$ cat config.mk
export PLATFORM = sky130hd
export DESIGN_NAME = mcb_bridge
export DESIGN_NICKNAME = d
export VERILOG_FILES = /design/src/rtl/mcb_pkg.sv /design/src/rtl/mcb_sync.sv /design/src/rtl/mcb_edge.sv /design/src/rtl/mcb_fifo.sv /design/src/rtl/mcb_bridge.sv
export SDC_FILE = /design/constraint.sdc
export NUM_CORES = 1
export LEC_CHECK = 0
export BUFFER_PORTS_ARGS = -buffer_cell sky130_fd_sc_hd__buf_2
export CORE_AREA = 5 5 192 194
export CTS_BUF_LIST = sky130_fd_sc_hd__clkbuf_16
export DETAILED_ROUTE_END_ITERATION = 12
export DIE_AREA = 0 0 197 199
export HOLD_SLACK_MARGIN = 0.02
export PLACE_DENSITY = 0.48
export SETUP_SLACK_MARGIN = 0.1
export SKIP_CTS_REPAIR_TIMING = 1
export SYNTH_ARGS = -nofsm -noshare
export SYNTH_HDL_FRONTEND = slang
export SYNTH_SLANG_ARGS = --single-unit
$ cat constraint.sdc
create_clock -name clk -period 4.4 [get_ports clk]
set_clock_uncertainty 0.05 [all_clocks]
set_input_delay 0.88 -clock clk [delete_from_list [all_inputs] [get_ports clk]]
set_output_delay 0.88 -clock clk [all_outputs]
set_load 0.05 [all_outputs]
$ cat src/rtl/mcb_pkg.sv
package mcb_pkg;
  // Circular pointer advance for a FIFO of any depth.
  function automatic int unsigned ptr_advance(input int unsigned p, input int unsigned depth);
    return (p + 1 == depth) ? 0 : p + 1;
  endfunction

  // Rising edge from the current and previous sampled level.
  function automatic logic is_rise(input logic now_lvl, input logic prev_lvl);
    return now_lvl & ~prev_lvl;
  endfunction
endpackage

$ cat src/rtl/mcb_sync.sv
module mcb_sync #(
  parameter int W = 1,
  parameter int STAGES = 2
) (
  input  logic         clk,
  input  logic         rst,
  input  logic [W-1:0] d,
  output logic [W-1:0] q
);
  logic [W-1:0] stg [STAGES];

  generate
    for (genvar i = 0; i < STAGES; i++) begin : g_stage
      always_ff @(posedge clk) begin
        if (rst) stg[i] <= '0;
        else if (i == 0) stg[i] <= d;
        else stg[i] <= stg[(i == 0) ? 0 : i - 1];
      end
    end
  endgenerate

  assign q = stg[STAGES-1];
endmodule

$ cat src/rtl/mcb_edge.sv
module mcb_edge (
  input  logic clk,
  input  logic rst,
  input  logic lvl,
  output logic rise
);
  logic prev_q;

  always_ff @(posedge clk) begin
    if (rst) prev_q <= 1'b0;
    else prev_q <= lvl;
  end

  assign rise = mcb_pkg::is_rise(lvl, prev_q);
endmodule

$ cat src/rtl/mcb_fifo.sv
module mcb_fifo #(
  parameter int W = 8,
  parameter int DEPTH = 16
) (
  input  logic         clk,
  input  logic         rst,
  input  logic         push,
  input  logic [W-1:0] wdata,
  input  logic         pop,
  output logic [W-1:0] rdata,
  output logic         empty,
  output logic         full
);
  localparam int AW = (DEPTH > 1) ? $clog2(DEPTH) : 1;
  localparam int CW = AW + 1;

  logic [W-1:0]  mem [DEPTH];
  logic [AW-1:0] wr_ptr, rd_ptr;
  logic [CW-1:0] count;
  logic          do_push, do_pop;

  assign full    = (count == CW'(DEPTH));
  assign empty   = (count == '0);
  assign do_push = push & ~full;
  assign do_pop  = pop & ~empty;
  assign rdata   = mem[rd_ptr];

  always_ff @(posedge clk) begin
    if (do_push) mem[wr_ptr] <= wdata;
  end

  always_ff @(posedge clk) begin
    if (rst) begin
      wr_ptr <= '0;
      rd_ptr <= '0;
      count  <= '0;
    end else begin
      if (do_push) wr_ptr <= AW'(mcb_pkg::ptr_advance(int'(wr_ptr), DEPTH));
      if (do_pop)  rd_ptr <= AW'(mcb_pkg::ptr_advance(int'(rd_ptr), DEPTH));
      case ({do_push, do_pop})
        2'b10:   count <= count + 1'b1;
        2'b01:   count <= count - 1'b1;
        default: count <= count;
      endcase
    end
  end
endmodule

$ cat src/rtl/mcb_bridge.sv
module mcb_bridge #(
  parameter int DW = 8,
  parameter int DEPTH = 16,
  parameter int SYNC_STAGES = 2
) (
  input  logic          clk,
  input  logic          rst,
  input  logic          mcu_stb_i,
  input  logic          mcu_dir_i,
  input  logic [DW-1:0] bus_i,
  output logic [DW-1:0] bus_o,
  output logic          bus_oe_o,
  output logic          data_ready_o,
  input  logic          in_pop_i,
  output logic [DW-1:0] in_data_o,
  output logic          in_empty_o,
  output logic          in_full_o,
  input  logic          out_push_i,
  input  logic [DW-1:0] out_data_i,
  output logic          out_full_o,
  output logic          out_empty_o,
  output logic          ovf_o,
  output logic          unf_o
);
  logic [1:0]    ctl_s;
  logic          stb_s, dir_s, stb_rise;
  logic [DW-1:0] data_s, out_head;
  logic          wr_evt, rd_evt, in_push, out_pop;
  logic [DW-1:0] bus_q;
  logic          ovf_q, unf_q;

  // Control pins and data share the same sampling depth so the captured byte lines up with the edge.
  mcb_sync #(.W(2), .STAGES(SYNC_STAGES)) u_ctl_sync (
    .clk(clk), .rst(rst), .d({mcu_dir_i, mcu_stb_i}), .q(ctl_s));
  mcb_sync #(.W(DW), .STAGES(SYNC_STAGES)) u_dat_sync (
    .clk(clk), .rst(rst), .d(bus_i), .q(data_s));

  assign stb_s = ctl_s[0];
  assign dir_s = ctl_s[1];

  mcb_edge u_edge (.clk(clk), .rst(rst), .lvl(stb_s), .rise(stb_rise));

  // Named transfer events, one cycle wide.
  assign wr_evt  = stb_rise & ~dir_s;
  assign rd_evt  = stb_rise & dir_s;
  assign in_push = wr_evt & ~in_full_o;
  assign out_pop = rd_evt & ~out_empty_o;

  mcb_fifo #(.W(DW), .DEPTH(DEPTH)) u_in_fifo (
    .clk(clk), .rst(rst), .push(in_push), .wdata(data_s), .pop(in_pop_i),
    .rdata(in_data_o), .empty(in_empty_o), .full(in_full_o));

  mcb_fifo #(.W(DW), .DEPTH(DEPTH)) u_out_fifo (
    .clk(clk), .rst(rst), .push(out_push_i), .wdata(out_data_i), .pop(out_pop),
    .rdata(out_head), .empty(out_empty_o), .full(out_full_o));

  always_ff @(posedge clk) begin
    if (rst) begin
      bus_q <= '0;
      ovf_q <= 1'b0;
      unf_q <= 1'b0;
    end else begin
      if (out_pop) bus_q <= out_head;
      if (wr_evt && in_full_o) ovf_q <= 1'b1;
      if (rd_evt && out_empty_o) unf_q <= 1'b1;
    end
  end

  assign bus_o        = bus_q;
  assign bus_oe_o     = dir_s;
  assign data_ready_o = ~out_empty_o;
  assign ovf_o        = ovf_q;
  assign unf_o        = unf_q;
endmodule

Yosys cells after proc, flatten, opt, wreduce, memory -nomap -nowiden --
Memories as Yosys holds them, arrays and structs flattened. A register that Yosys moved wholly into a read port is not among the register bits. Cells that the tools add are included. Widths: inputs -> output; s select.
Word-level totals: flip-flop bits (word level) 29, memory bits (writable) 276, memories kept 4
Memory list:
- u_in_fifo.mem | words 16, bits a word 8, read ports 1, clocked after Yosys merged registers in 1, write ports 1, line mcb_fifo.sv:17 | logic [W-1:0] mem [DEPTH];
- u_out_fifo.mem | words 16, bits a word 8, read ports 1, clocked after Yosys merged registers in 1, write ports 1, line mcb_fifo.sv:17
- u_dat_sync.stg | words 2, bits a word 8, read ports 2, clocked after Yosys merged registers in 0, write ports 2, line mcb_sync.sv:10 | logic [W-1:0] stg [STAGES];
- u_ctl_sync.stg | words 2, bits a word 2, read ports 2, clocked after Yosys merged registers in 0, write ports 2, line mcb_sync.sv:10
Cells by class: add/sub/neg operators 8, eq/ne operators 10, muxes and demuxes 19, bitwise gates (word level) 19, reductions and logical operators 6
Operators with widths (number):
- $eq 5x5->1 const B | 6
- $mux 4 | 6
- $add 4x1->5 const B | 4
- $pmux 5 s2 | 2
- $mux 8 | 2
- $add 5x1->5 const B | 2
- $logic_not 5->1 | 2
- $sub 5x1->5 const B | 2
- $and 1x1->1 | 9
- $mux 1 | 7
- $not 1->1 | 6
- $eq 2x1->1 const B | 2
- $eq 2x2->1 const B | 2
- $mux 2 | 2
- $or 1x1->1 | 4
- $reduce_bool 2->1 | 2
- $logic_and 1x1->1 | 2

Longest topological paths before layout --
word-level depth 7, depth in mapped cells 16, depth with buffers taken out 13

Hierarchy --
A second synthesis with hierarchy kept.
Unflattened totals: cells, all modules 736, area, all modules 12732.2 um2
By module, submodules not included:
- mcb_fifo | instances 2, cells each 324, area an instance 5836.8 um2, seq. area each 4184.0 um2
- mcb_sync (u_dat_sync) | instances 1, cells each 33, area an instance 464.2 um2, seq. area each 320.3 um2
- mcb_bridge | instances 1, cells each 44, area an instance 441.7 um2, seq. area each 200.2 um2
- mcb_sync (u_ctl_sync) | instances 1, cells each 8, area an instance 105.1 um2, seq. area each 80.1 um2
- mcb_edge | instances 1, cells each 3, area an instance 47.5 um2, seq. area each 20.0 um2

Worst setup path before layout --
OpenSTA, ideal clock, no wires.
path kind reg-to-reg, start register u_out_fifo.count[1], end register u_out_fifo.count[2], arrival time 2.978 ns, data required time 4.279 ns, path slack 1.301 ns, stages on the path, launching flop included 16, path buffers 3, cells stage by stage dfxtp_1 -> buf_4 -> nor4_4 -> and2_2 -> inv_2 -> nand2b_2 -> buf_6 -> inv_4 -> ha_1 -> clkbuf_1 -> xor2_1 -> ha_1 -> a21oi_1 -> xor2_1 -> or3_1 -> a21oi_1
On the way: cells in the longest elaborated chain, start to end 6
RTL lines:
- from (decl) | line mcb_fifo.sv:19 | logic [CW-1:0] count;
- from (signal assigned) | line mcb_fifo.sv:41 | 2'b10: count <= count + 1'b1;
- from (signal assigned) | line mcb_fifo.sv:42 | 2'b01: count <= count - 1'b1;
- from (signal assigned) | line mcb_fifo.sv:43 | default: count <= count;
- $logic_not 5->1 (*) | line mcb_fifo.sv:23 | assign empty = (count == '0);
- named net out_empty_o | line mcb_bridge.sv:21 | output logic out_empty_o,
- $not 1->1 (*)
- named net data_ready_o | line mcb_bridge.sv:13 | output logic data_ready_o,
- $and 1x1->1 (*) | line mcb_bridge.sv:47 | assign out_pop = rd_evt & ~out_empty_o;
- named net out_pop | line mcb_bridge.sv:28 | logic wr_evt, rd_evt, in_push, out_pop;
- $and 1x1->1 (*) | line mcb_fifo.sv:25 | assign do_pop = pop & ~empty;
- $eq 2x1->1 or $eq 2x2->1 (tied branches) | line mcb_fifo.sv:40 | case ({do_push, do_pop})
- $pmux 5 s2 or $reduce_bool 2->1 (tied branches)
Mark *: on every way through the listed nets, which the timed path passes. The rest lies on a longest branch. A chain may end at the register's enable or synchronous reset.

==> flow_metrics.tcl <==
set metrics [dict create \
    cts_tree "yes" \
    finalCriticalPeriod_ns 3.641 \
    status "finished clean" \
    p_leak_nw 4.684 \
    antenna_left 0 \
    num_io_pins 46 \
    tns_ns 0 \
    cts_buffer_depth 3 \
    syn2layout_area_growth_pct 14.75 \
    combPwrFrac_pct 8.0 \
    synth_cell_types 54 \
    switching_share_pct 22.13 \
    vias 5893 \
    nFillCells 3197 \
    ys.flop_type "edfxtp_1" \
    portBuffers 45 \
    finalHoldViolCount 0 \
    pwr_density_cell_mw_per_mm2 473.4 \
    rows 69 \
    vdd_drop_max_mv 0.2581 \
    yosysWarnings 0 \
    p_clk_share_pct 42.3 \
    fin_crit_sh_pct 82.74 \
    dieHeight_um 199 \
    grt_pass1_wl_mm 38.03 \
    wl_mm 24.44 \
    viasPerCell 4.834 \
    fin_cells 1219 \
    grt_overflow_total 0 \
    p_sw_w 0.001493 \
    endpoint_kind "output pin" \
    critPathRequiredTime_ns 3.47 \
    fp.coreArea_sq_mm 0.03505 \
    power.internal_w 0.005254 \
    cts.sink_count 317 \
    remaining_drc_errors 0 \
    synth_area_per_cell_sq_um 18.21 \
    grt_pass1_vias 6344 \
    drv_slew 0 \
    antenna_cells 0 \
    cap_violations 0 \
    hold_class "reg2reg" \
    power_frac_seq_pct 49.7 \
    async_flop_share_pct 0 \
    placed_cells 1157 \
    worst_pin_slew_ns 1.260 \
    grt_max_degree 45 \
    final_common_cell "edfxtp_1" \
    cts-htree-levels 2 \
    start_util_pct 35.44 \
    synth-edff-count 256 \
    critPathMaxFanout 19 \
    clk_pin_slew_ns 0.06 \
    synth_area_sq_mm 0.01242 \
    grt_setup_unrepaired "no" \
    globalRouteTotalUtil_pct 12.70 \
    cp-start-kind "flip-flop" \
    fmax_ghz 0.2747 \
    wl_per_cell_um 20.05 \
    layout-drive-gt1-share_pct 25.07 \
    drt_pre_antenna_iters 5 \
    relSlewSlack_pct 15.85 \
    grt_antenna_before_repair 0 \
    cts-root-buf "clkbuf_16" \
    gp_congestion 0.7522 \
    syn_nets 720 \
    cp_data_arrival_time_ns 2.71 \
    finish.utilization_pct 40.66 \
    setup_viol 0 \
    die_area_sq_mm 0.03920 \
    dp_hpwl_mm 16.24 \
    die_w_um 197 \
    layout_common_cells "edfxtp_1 (256), mux4_2 (72), nor2_1 (60)" \
    clock_latency_ns 0.51 \
    ys_ff_latch 317 \
    crit_type "reg2out" \
    numCtsBuffers 34 \
    layout.nets 770 \
    syn_inst 682 \
    drt-initial-drc-count 348 \
    ys_seq_area_share_pct 71.72 \
]
[flip-flops by register name (all words and copies together) (netlist names), 4 cells and up, named ones only]
signal	count
u_in_fifo.count	5
u_in_fifo.wr_ptr	4
u_out_fifo.wr_ptr	4
u_dat_sync.stg	16
u_out_fifo.mem	128
u_in_fifo.mem	128
u_ctl_sync.stg	4
bus_o	8
u_out_fifo.rd_ptr	4
u_in_fifo.rd_ptr	4
u_out_fifo.count	5
[through the flow]
step                hold slack (ns)  setup slack, ns  area, sq um  power (W)
finish                       0.3958           0.7595        14250   0.006747
global route                 0.4102           0.5683        14250   0.007013
CTS                          0.4026           0.6674        14250   0.006835
detailed placement           0.3854            1.205        13120   0.003969
global placement             0.3721            1.234        13120   0.003949
floorplan                    0.3638            1.301        12420   0.003825
[worst paths after layout]
kind                            slack [ns]                               end  depth (start not counted)                        startpoint
worst min register to register        0.40   u_ctl_sync.stg[1][1]$_SDFF_PP0_                          1   u_ctl_sync.stg[0][1]$_SDFF_PP0_
worst max-delay path                  0.76                      in_data_o[5]                          4                         flip-flop
worst min-delay path                  0.40   u_ctl_sync.stg[1][1]$_SDFF_PP0_                          1   u_ctl_sync.stg[0][1]$_SDFF_PP0_
worst max register to register        1.44  u_out_fifo.count[2]$_SDFFE_PP0P_                         12  u_out_fifo.count[1]$_SDFFE_PP0P_
[routing by layer]
layer | share of wire [%] | global-route usage, % | wire [um]
met1 | 42 | 15.61 | 10320
met4 | 2.0 | 3.287 | 478
met3 | 3.5 | 2.575 | 864
met5 | 0 | 0 | 0
met2 | 52 | 22.98 | 12770
[synth_stat cells (2+ instances only)]
library cell  count  share of area [%]
nor2b_1          23                1.2
nor4_1            3               0.15
buf_6             5               0.45
nand2_1          16               0.48
or3_1             2               0.10
xor2_1           14               0.99
a21oi_1           7               0.28
or4_1             2               0.12
clkbuf_1         17               0.51
nand4_1           6               0.30
nor2_1           60                1.8
nand2b_1          6               0.30
nor3_1            9               0.36
xnor2_1           7               0.49
mux4_2           72                 13
buf_1             8               0.24
buf_4             2               0.12
o21ai_0           6               0.24
inv_1            10               0.30
mux2i_1          19                1.5
and2_1            2               0.10
nand3b_1         10               0.60
ha_1             16                1.6
dfxtp_1          61                9.8
o221ai_1          8               0.56
buf_2             7               0.28
nand3_1           2              0.081
edfxtp_1        256                 62
[cell type report]
class	instances	area (sq um)	share of cell area [%]
sequential	317	8911	62.52
multi-input combinational	313	3279	23.01
clock buffer	37	925.9	6.496
tap	461	576.8	4.047
timing repair buffer	54	305.3	2.142
clock inverter	25	206.4	1.449
inverter	12	47.55	0.3336
[power by group through the flow]
stage	sequential (W)	combinational, W	clock [W]
after floorplan	0.00338	0.000450	0
after global placement	0.00341	0.000538	0
after detailed placement	0.00342	0.000553	0
after CTS	0.00335	0.000554	0.00293
after global routing	0.00336	0.000587	0.00307
final	0.00335	0.000543	0.00285
[worst max-delay path: stages (launching register included)]
cell	delay, ns
dfxtp_2	0.68
buf_12	0.27
mux4_2	0.51
mux4_2	0.51
buf_2	0.23
[logic make-up (layout without fill, tap and decap cells)]
group | after synthesis | after routing | share of synthesized area (%)
adder cells (fa/ha/maj) | 16 | 16 | 1.612
multiplexers | 91 | 91 | 14.59
XOR/XNOR | 21 | 21 | 1.481
AO/OA/AOI/OAI | 36 | 36 | 2.277
buffers and inverters | 52 | 128 | 2.035
flip-flops | 317 | 317 | 71.72
AND/OR/NAND/NOR | 149 | 149 | 6.286
No activity file was read; power rests on OpenSTA's default activity.
